### src/rtl/pc_admit_router.sv
module pc_admit_router #(
  parameter int ADDR_W       = 32,
  parameter int SIZE_W       = 8,
  parameter int BURST_BYTES  = 32,
  parameter int SEL_BIT      = 6,
  parameter int RD_BUF       = 32,
  parameter int WR_BUF       = 32,
  parameter int DRAIN_HI_PCT = 75,
  parameter int DRAIN_LO_PCT = 25,
  localparam int OFF_W       = $clog2(BURST_BYTES),
  localparam int MAX_BURSTS  = ((2**SIZE_W) - 1 + 2*(BURST_BYTES - 1)) / BURST_BYTES,
  localparam int BCNT_W      = $clog2(MAX_BURSTS + 1)
) (
  input  logic              clk,
  input  logic              rst_n,
  input  logic              req_valid,
  output logic              req_ready,
  output logic              req_refuse,
  input  logic [ADDR_W-1:0] req_addr,
  input  logic [SIZE_W-1:0] req_size,
  input  logic              req_write,
  output logic [1:0]        enq_valid,
  output logic              enq_write,
  output logic [ADDR_W-1:0] enq_addr,
  output logic [BCNT_W-1:0] enq_bursts,
  input  logic [1:0]        rd_deq,
  input  logic [1:0]        resp_deq,
  input  logic [1:0]        wr_deq,
  output logic [1:0]        rd_retry_flag,
  output logic [1:0]        wr_retry_flag,
  output logic [1:0]        rd_retry_pulse,
  output logic [1:0]        wr_retry_pulse,
  output logic [1:0]        wr_drain
);

  localparam int RD_HALF = RD_BUF / 2;
  localparam int WR_HALF = WR_BUF / 2;
  localparam int WR_HI   = (WR_HALF * DRAIN_HI_PCT) / 100;
  localparam int WR_LO   = (WR_HALF * DRAIN_LO_PCT) / 100;
  localparam int OCC_MAX = (RD_HALF > WR_HALF) ? RD_HALF : WR_HALF;
  localparam int OCC_W   = $clog2(OCC_MAX + 1);
  localparam int SUM_W   = ((OCC_W > BCNT_W) ? OCC_W : BCNT_W) + 2;
  localparam int SPAN_W  = ((SIZE_W > OFF_W) ? SIZE_W : OFF_W) + 2;

  logic [SPAN_W-1:0] span;
  logic [BCNT_W-1:0] bursts;
  logic [SUM_W-1:0]  bursts_x;
  logic              sel, zero, fit, accept;
  logic [1:0]        wr_fit, rd_fit, wr_room, rd_room;

  assign span     = SPAN_W'(req_addr[OFF_W-1:0]) + SPAN_W'(req_size) + SPAN_W'(BURST_BYTES - 1);
  assign bursts   = BCNT_W'(span >> OFF_W);
  assign bursts_x = SUM_W'(bursts);
  assign sel      = req_addr[SEL_BIT];
  assign zero     = (req_size == '0);
  assign fit      = req_write ? wr_fit[sel] : rd_fit[sel];

  assign req_ready  = zero | fit;
  assign req_refuse = req_valid & ~req_ready;
  assign accept     = req_valid & ~zero & fit;

  for (genvar c = 0; c < 2; c++) begin : g_ch
    logic [OCC_W-1:0] wr_occ, rd_occ, rs_occ;
    logic [SUM_W-1:0] rd_sum;
    logic             hit, take_wr, take_rd, set_wr, set_rd;
    logic             wf_q, rf_q, wp_q, rp_q, dr_q;

    assign hit     = (sel == 1'(c));
    assign take_wr = accept & hit & req_write;
    assign take_rd = accept & hit & ~req_write;
    assign set_wr  = req_refuse & hit & req_write;
    assign set_rd  = req_refuse & hit & ~req_write;
    assign rd_sum  = SUM_W'(rd_occ) + SUM_W'(rs_occ);

    assign wr_fit[c]  = (SUM_W'(wr_occ) + bursts_x) <= SUM_W'(WR_HALF);
    assign rd_fit[c]  = (rd_sum + bursts_x) <= SUM_W'(RD_HALF);
    assign wr_room[c] = SUM_W'(wr_occ) < SUM_W'(WR_HALF);
    assign rd_room[c] = rd_sum < SUM_W'(RD_HALF);

    always_ff @(posedge clk) begin
      if (!rst_n) begin
        wr_occ <= '0;
        rd_occ <= '0;
        rs_occ <= '0;
        wf_q   <= 1'b0;
        rf_q   <= 1'b0;
        wp_q   <= 1'b0;
        rp_q   <= 1'b0;
        dr_q   <= 1'b0;
      end else begin
        wr_occ <= wr_occ + (take_wr ? OCC_W'(bursts) : '0) - OCC_W'(wr_deq[c]);
        rd_occ <= rd_occ + (take_rd ? OCC_W'(bursts) : '0) - OCC_W'(rd_deq[c]);
        rs_occ <= rs_occ + OCC_W'(rd_deq[c]) - OCC_W'(resp_deq[c]);
        wf_q   <= set_wr | (wf_q & ~wr_room[c]);
        rf_q   <= set_rd | (rf_q & ~rd_room[c]);
        wp_q   <= wf_q & wr_room[c] & ~set_wr;
        rp_q   <= rf_q & rd_room[c] & ~set_rd;
        if (wr_occ >= OCC_W'(WR_HI))
          dr_q <= 1'b1;
        else if (wr_occ <= OCC_W'(WR_LO))
          dr_q <= 1'b0;
      end
    end

    assign wr_retry_flag[c]  = wf_q;
    assign rd_retry_flag[c]  = rf_q;
    assign wr_retry_pulse[c] = wp_q;
    assign rd_retry_pulse[c] = rp_q;
    assign wr_drain[c]       = dr_q;
  end

  always_ff @(posedge clk) begin
    if (!rst_n) begin
      enq_valid  <= 2'b00;
      enq_write  <= 1'b0;
      enq_addr   <= '0;
      enq_bursts <= '0;
    end else begin
      enq_valid <= {accept & sel, accept & ~sel};
      if (accept) begin
        enq_write  <= req_write;
        enq_addr   <= req_addr;
        enq_bursts <= bursts;
      end
    end
  end

endmodule

### config.mk
export PLATFORM = sky130hd
export DESIGN_NAME = pc_admit_router
export DESIGN_NICKNAME = d
export VERILOG_FILES = /design/src/rtl/pc_admit_router.sv
export SDC_FILE = /design/constraint.sdc
export NUM_CORES = 1
export LEC_CHECK = 0
export BUFFER_PORTS_ARGS = -buffer_cell sky130_fd_sc_hd__clkbuf_2
export CORE_MARGIN = 8
export CORE_UTILIZATION = 50
export CTS_CLUSTER_SIZE = 20
export DETAILED_ROUTE_END_ITERATION = 12
export PLACE_DENSITY = 0.73
export SYNTH_ARGS = -nofsm -noshare
export SYNTH_HDL_FRONTEND = slang
export SYNTH_SLANG_ARGS = --single-unit
### constraint.sdc
create_clock -name clk -period 7.5 [get_ports clk]
set_input_delay 1.875 -clock clk [delete_from_list [all_inputs] [get_ports clk]]
set_output_delay 1.875 -clock clk [all_outputs]
set_load 0.005 [all_outputs]
==> impl_metrics.yaml <==
detailed_routing:
  postRouteAntennaNets: 0
  dr.pass1.iters: 5
  initial_drt_markers: 230
  viasPerCell: 5.18
  wl_per_cell_um: 14.7
  route.final.wire_length_um: 12900
  route.detailed.drc: 0
  routed-via-count: 4540
worst_setup_path:
  worst-path-max-fanout: 7
  cp_top_family: "compound AO/OA/AOI/OAI gates"
  ff2ff_setup_slack_ns: 2.80
  worstPathBufferInverterCount: 6
  critPathArrivalTime_ns: 5.44
  critical_path_launch_point_type: "input pin"
  timing.critical_path.cells: "clkbuf_2, inv_1, ha_1, inv_1, ha_1, nand2b_1, o21bai_1, a21o_1, a21oi_2, xnor2_2, buf_4, buf_4, ha_2, fa_2, a21o_1, a21oi_2, or3_1, o211ai_1, a221oi_4, nor2_2, nor2_1, clkbuf_2"
  critical_path.max_stage_delay_ns: 0.38
  worstSetupPathType: "input pin to primary output"
  critical_path_end_type: "primary output"
  critPathSlowestCell: "sky130_fd_sc_hd__fa_2"
  cp_data_required_time_ns: 5.62
floorplan:
  core_mm2: 0.0108
  die_h_um: 121
  core.rowCount: 38
  io_pins: 101
  floorplan.die.width_um: 121
  starting_density_pct: 51.2
  die-area_mm2: 0.0147
clock_tree:
  tritoncts: "yes"
  cts.path.max_buffers: 2
  insertion_delay_ns: 0.38
  cts_htree_levels: 3
  clkTransAtPathRegs_ns: 0.08
  clkSinkCount: 79
  cts_buffers: 9
  cts.root.buffer_cell: "sky130_fd_sc_hd__clkbuf_8"
run:
  max-cap-violations: 0
global_routing:
  via_count_of_the_first_global_routing_pass: 4580
  grt_use_met1_pct: 19.2
  global_route.usage.met3_pct: 5.12
  grt-busiest-layer: "met2"
  global_route_wire_length_before_repair_um: 20800
  grt_start_max_net_pins: 98
  grt.met2_usage_pct: 31.3
  grt_antenna_before_repair: 0
  gr_ovfl_total: 0
  gr-usage-all-layers_pct: 17.4
synthesis:
  ys_top_cells_by_area: "sky130_fd_sc_hd__dfxtp_1 28%, sky130_fd_sc_hd__ha_1 17%, sky130_fd_sc_hd__mux2i_1 6.5%, sky130_fd_sc_hd__nand2_1 6.1%, sky130_fd_sc_hd__inv_1 5.6%"
  synth-edff-count: 0
  ys_dominant_reg_cell: "sky130_fd_sc_hd__dfxtp_1"
  synth-seq-cells: 79
  syn_nets: 778
  synth_cell_area_mm2: 0.00555
  yosys_cell_types: 53
  synthTopCellsByCount: "90 x sky130_fd_sc_hd__nand2_1, 83 x sky130_fd_sc_hd__inv_1, 79 x sky130_fd_sc_hd__dfxtp_1, 77 x sky130_fd_sc_hd__ha_1, 36 x sky130_fd_sc_hd__mux2i_1"
  synth_most_common_cell: "sky130_fd_sc_hd__nand2_1"
  ys_seq_area_share_pct: 28.5
  synthDominantAreaCellType: "sky130_fd_sc_hd__dfxtp_1"
  async_flop_share_pct: 0
  ys.warnings.count: 0
  postSynthAreaPerCell_um2: 8.69
  synth_largest_type_area_fraction_pct: 28.5
  synthCells: 639
cells_and_area:
  fin_util_pct: 59.8
  postLayoutCellArea_mm2: 0.00648
  synthToLayoutAreaGrowth_pct: 16.7
  nets: 871
  instances_no_fill: 877
  post_route_cells_drive_above_1_share_pct: 21.0
  num_antenna_cells: 0
  fillers: 980
sta:
  finalClockSkew_ns: 0.0126
  max_freq_ghz: 0.137
  post_route_setup_tns_ns: 0
  hold_ws_ns: 0.462
  setup_viol: 0
  maxSlewHeadroom_pct: 42.8
  tcrit_tclk_final_pct: 97.5
  final_hold_viol_count: 0
  slew_at_the_pin_with_the_worst_max_slew_slack_ns: 0.858
  slew_viol_final: 0
  timing.final.crit_period_ns: 7.31
  final.setup.worst_slack_ns: 0.189
pwr:
  clock_power_share_pct: 15.3
  sequential_power_share_pct: 25.0
  switching_share_pct: 40.2
  power.ir.vdd_worst_v: 0.000250
  part_of_the_power_in_combinational_logic_pct: 59.7
  power.total_mw: 2.53
  internal_power_mw: 1.51
  power.density_mw_per_mm2: 390
  leakage_nw: 3.40
  switchingPower_mw: 1.02
placed_design:
  post_placement_cell_area_mm2: 0.00611
  numPortBuffers: 100
  place_worst_setup_slack_ns: 0.0193
  dp_cells: 855
  detailed_place_hpwl_um: 10100
  routabilityCongestion: 0.896
hold_path:
  worst_hold_path_type: "flop to flop"
outcome:
  outcome: "completed"
metal layers:
layer  up-vias  part of all wire [%]
met3        22                   6.0
met1      2117                    40
li1       2298                     -
met5         -                     0
met2       103                    52
met4         0                   2.0
flip-flops by register name (all words and copies together), names as in the netlist, 4 cells and up:
name / count
g_ch.rs_occ: 10
enq_bursts: 4
g_ch.wr_occ: 10
g_ch.rd_occ: 10
enq_addr: 32
worst min-delay path, stage by stage, from the launching register on:
cell	delay, ns
sky130_fd_sc_hd__dfxtp_1	0.32
sky130_fd_sc_hd__nand2_1	0.05
sky130_fd_sc_hd__mux2i_1	0.05
final timing paths:
kind                                        to  depth (start not counted)                    startpoint
hold reg to reg      enq_addr[13]$_SDFFE_PN0N_                          2     enq_addr[13]$_SDFFE_PN0N_
setup / recovery                    req_refuse                         22                   req_addr[2]
setup reg to reg  g_ch[0].rd_occ[4]$_SDFF_PN0_                         20  g_ch[0].rd_occ[0]$_SDFF_PN0_
hold / removal       enq_addr[13]$_SDFFE_PN0N_                          2     enq_addr[13]$_SDFFE_PN0N_
repair_timing:
| item | 4_1_cts | 5_1_grt |
|---|---|---|
| buffers inserted | 0 | 6 |
| pin swaps | 0 | 10 |
| setup endpoints to repair | 1 | 2 |
| gates resized for setup | 1 | 17 |
| hold buffers | 0 | 0 |
power groups by stage:
stage | logic, mW | clock network, mW | registers (mW)
after global placement | 1.33 | 0 | 0.637
after global routing | 1.69 | 0.413 | 0.646
after floorplan | 1.10 | 0 | 0.619
after CTS | 1.42 | 0.397 | 0.632
final | 1.51 | 0.388 | 0.632
after detailed placement | 1.40 | 0 | 0.642
layout by cell type (no fill, tap or decap), types with 10 or more instances in the layout:
| cell type | synthesis | layout |
|---|---|---|
| sky130_fd_sc_hd__xor2_1 | 11 | 11 |
| sky130_fd_sc_hd__nand3_1 | 18 | 18 |
| sky130_fd_sc_hd__a21oi_1 | 26 | 22 |
| sky130_fd_sc_hd__nand2_1 | 90 | 90 |
| sky130_fd_sc_hd__nor2b_1 | 12 | 11 |
| sky130_fd_sc_hd__fa_1 | 12 | 10 |
| sky130_fd_sc_hd__clkbuf_2 | 0 | 99 |
| sky130_fd_sc_hd__nor2_1 | 11 | 10 |
| sky130_fd_sc_hd__ha_1 | 77 | 74 |
| sky130_fd_sc_hd__inv_1 | 83 | 83 |
| sky130_fd_sc_hd__o21ai_0 | 11 | 10 |
| sky130_fd_sc_hd__and2_1 | 28 | 27 |
| sky130_fd_sc_hd__buf_4 | 12 | 15 |
| sky130_fd_sc_hd__dfxtp_1 | 79 | 79 |
| sky130_fd_sc_hd__xnor2_1 | 25 | 24 |
| sky130_fd_sc_hd__mux2i_1 | 36 | 36 |
| sky130_fd_sc_hd__a21o_1 | 23 | 23 |
cell families after synthesis:
| kind of cell | after synthesis | synth area share (%) |
|---|---|---|
| muxes | 37 | 6.69 |
| adders and majority gates | 89 | 21.7 |
| DFF | 79 | 28.5 |
| xor gates and xnor gates | 37 | 6.11 |
| AOI/OAI and AO/OA | 95 | 11.7 |
| buffers and inverters | 116 | 9.01 |
| and+or+nand+nor | 186 | 16.3 |
cell type report:
type / instances / area, um^2 / share of cell area, %
Timing Repair Buffer: 115 / 613 / 9.46
Sequential cell: 79 / 1580 / 24.4
Inverter: 83 / 312 / 4.81
Clock inverter: 7 / 121 / 1.87
Multi-Input combinational cell: 444 / 3550 / 54.8
Clock buffer: 9 / 124 / 1.91
Tap cell: 140 / 175 / 2.70
Note: power is estimated with default switching activity, not from simulation.
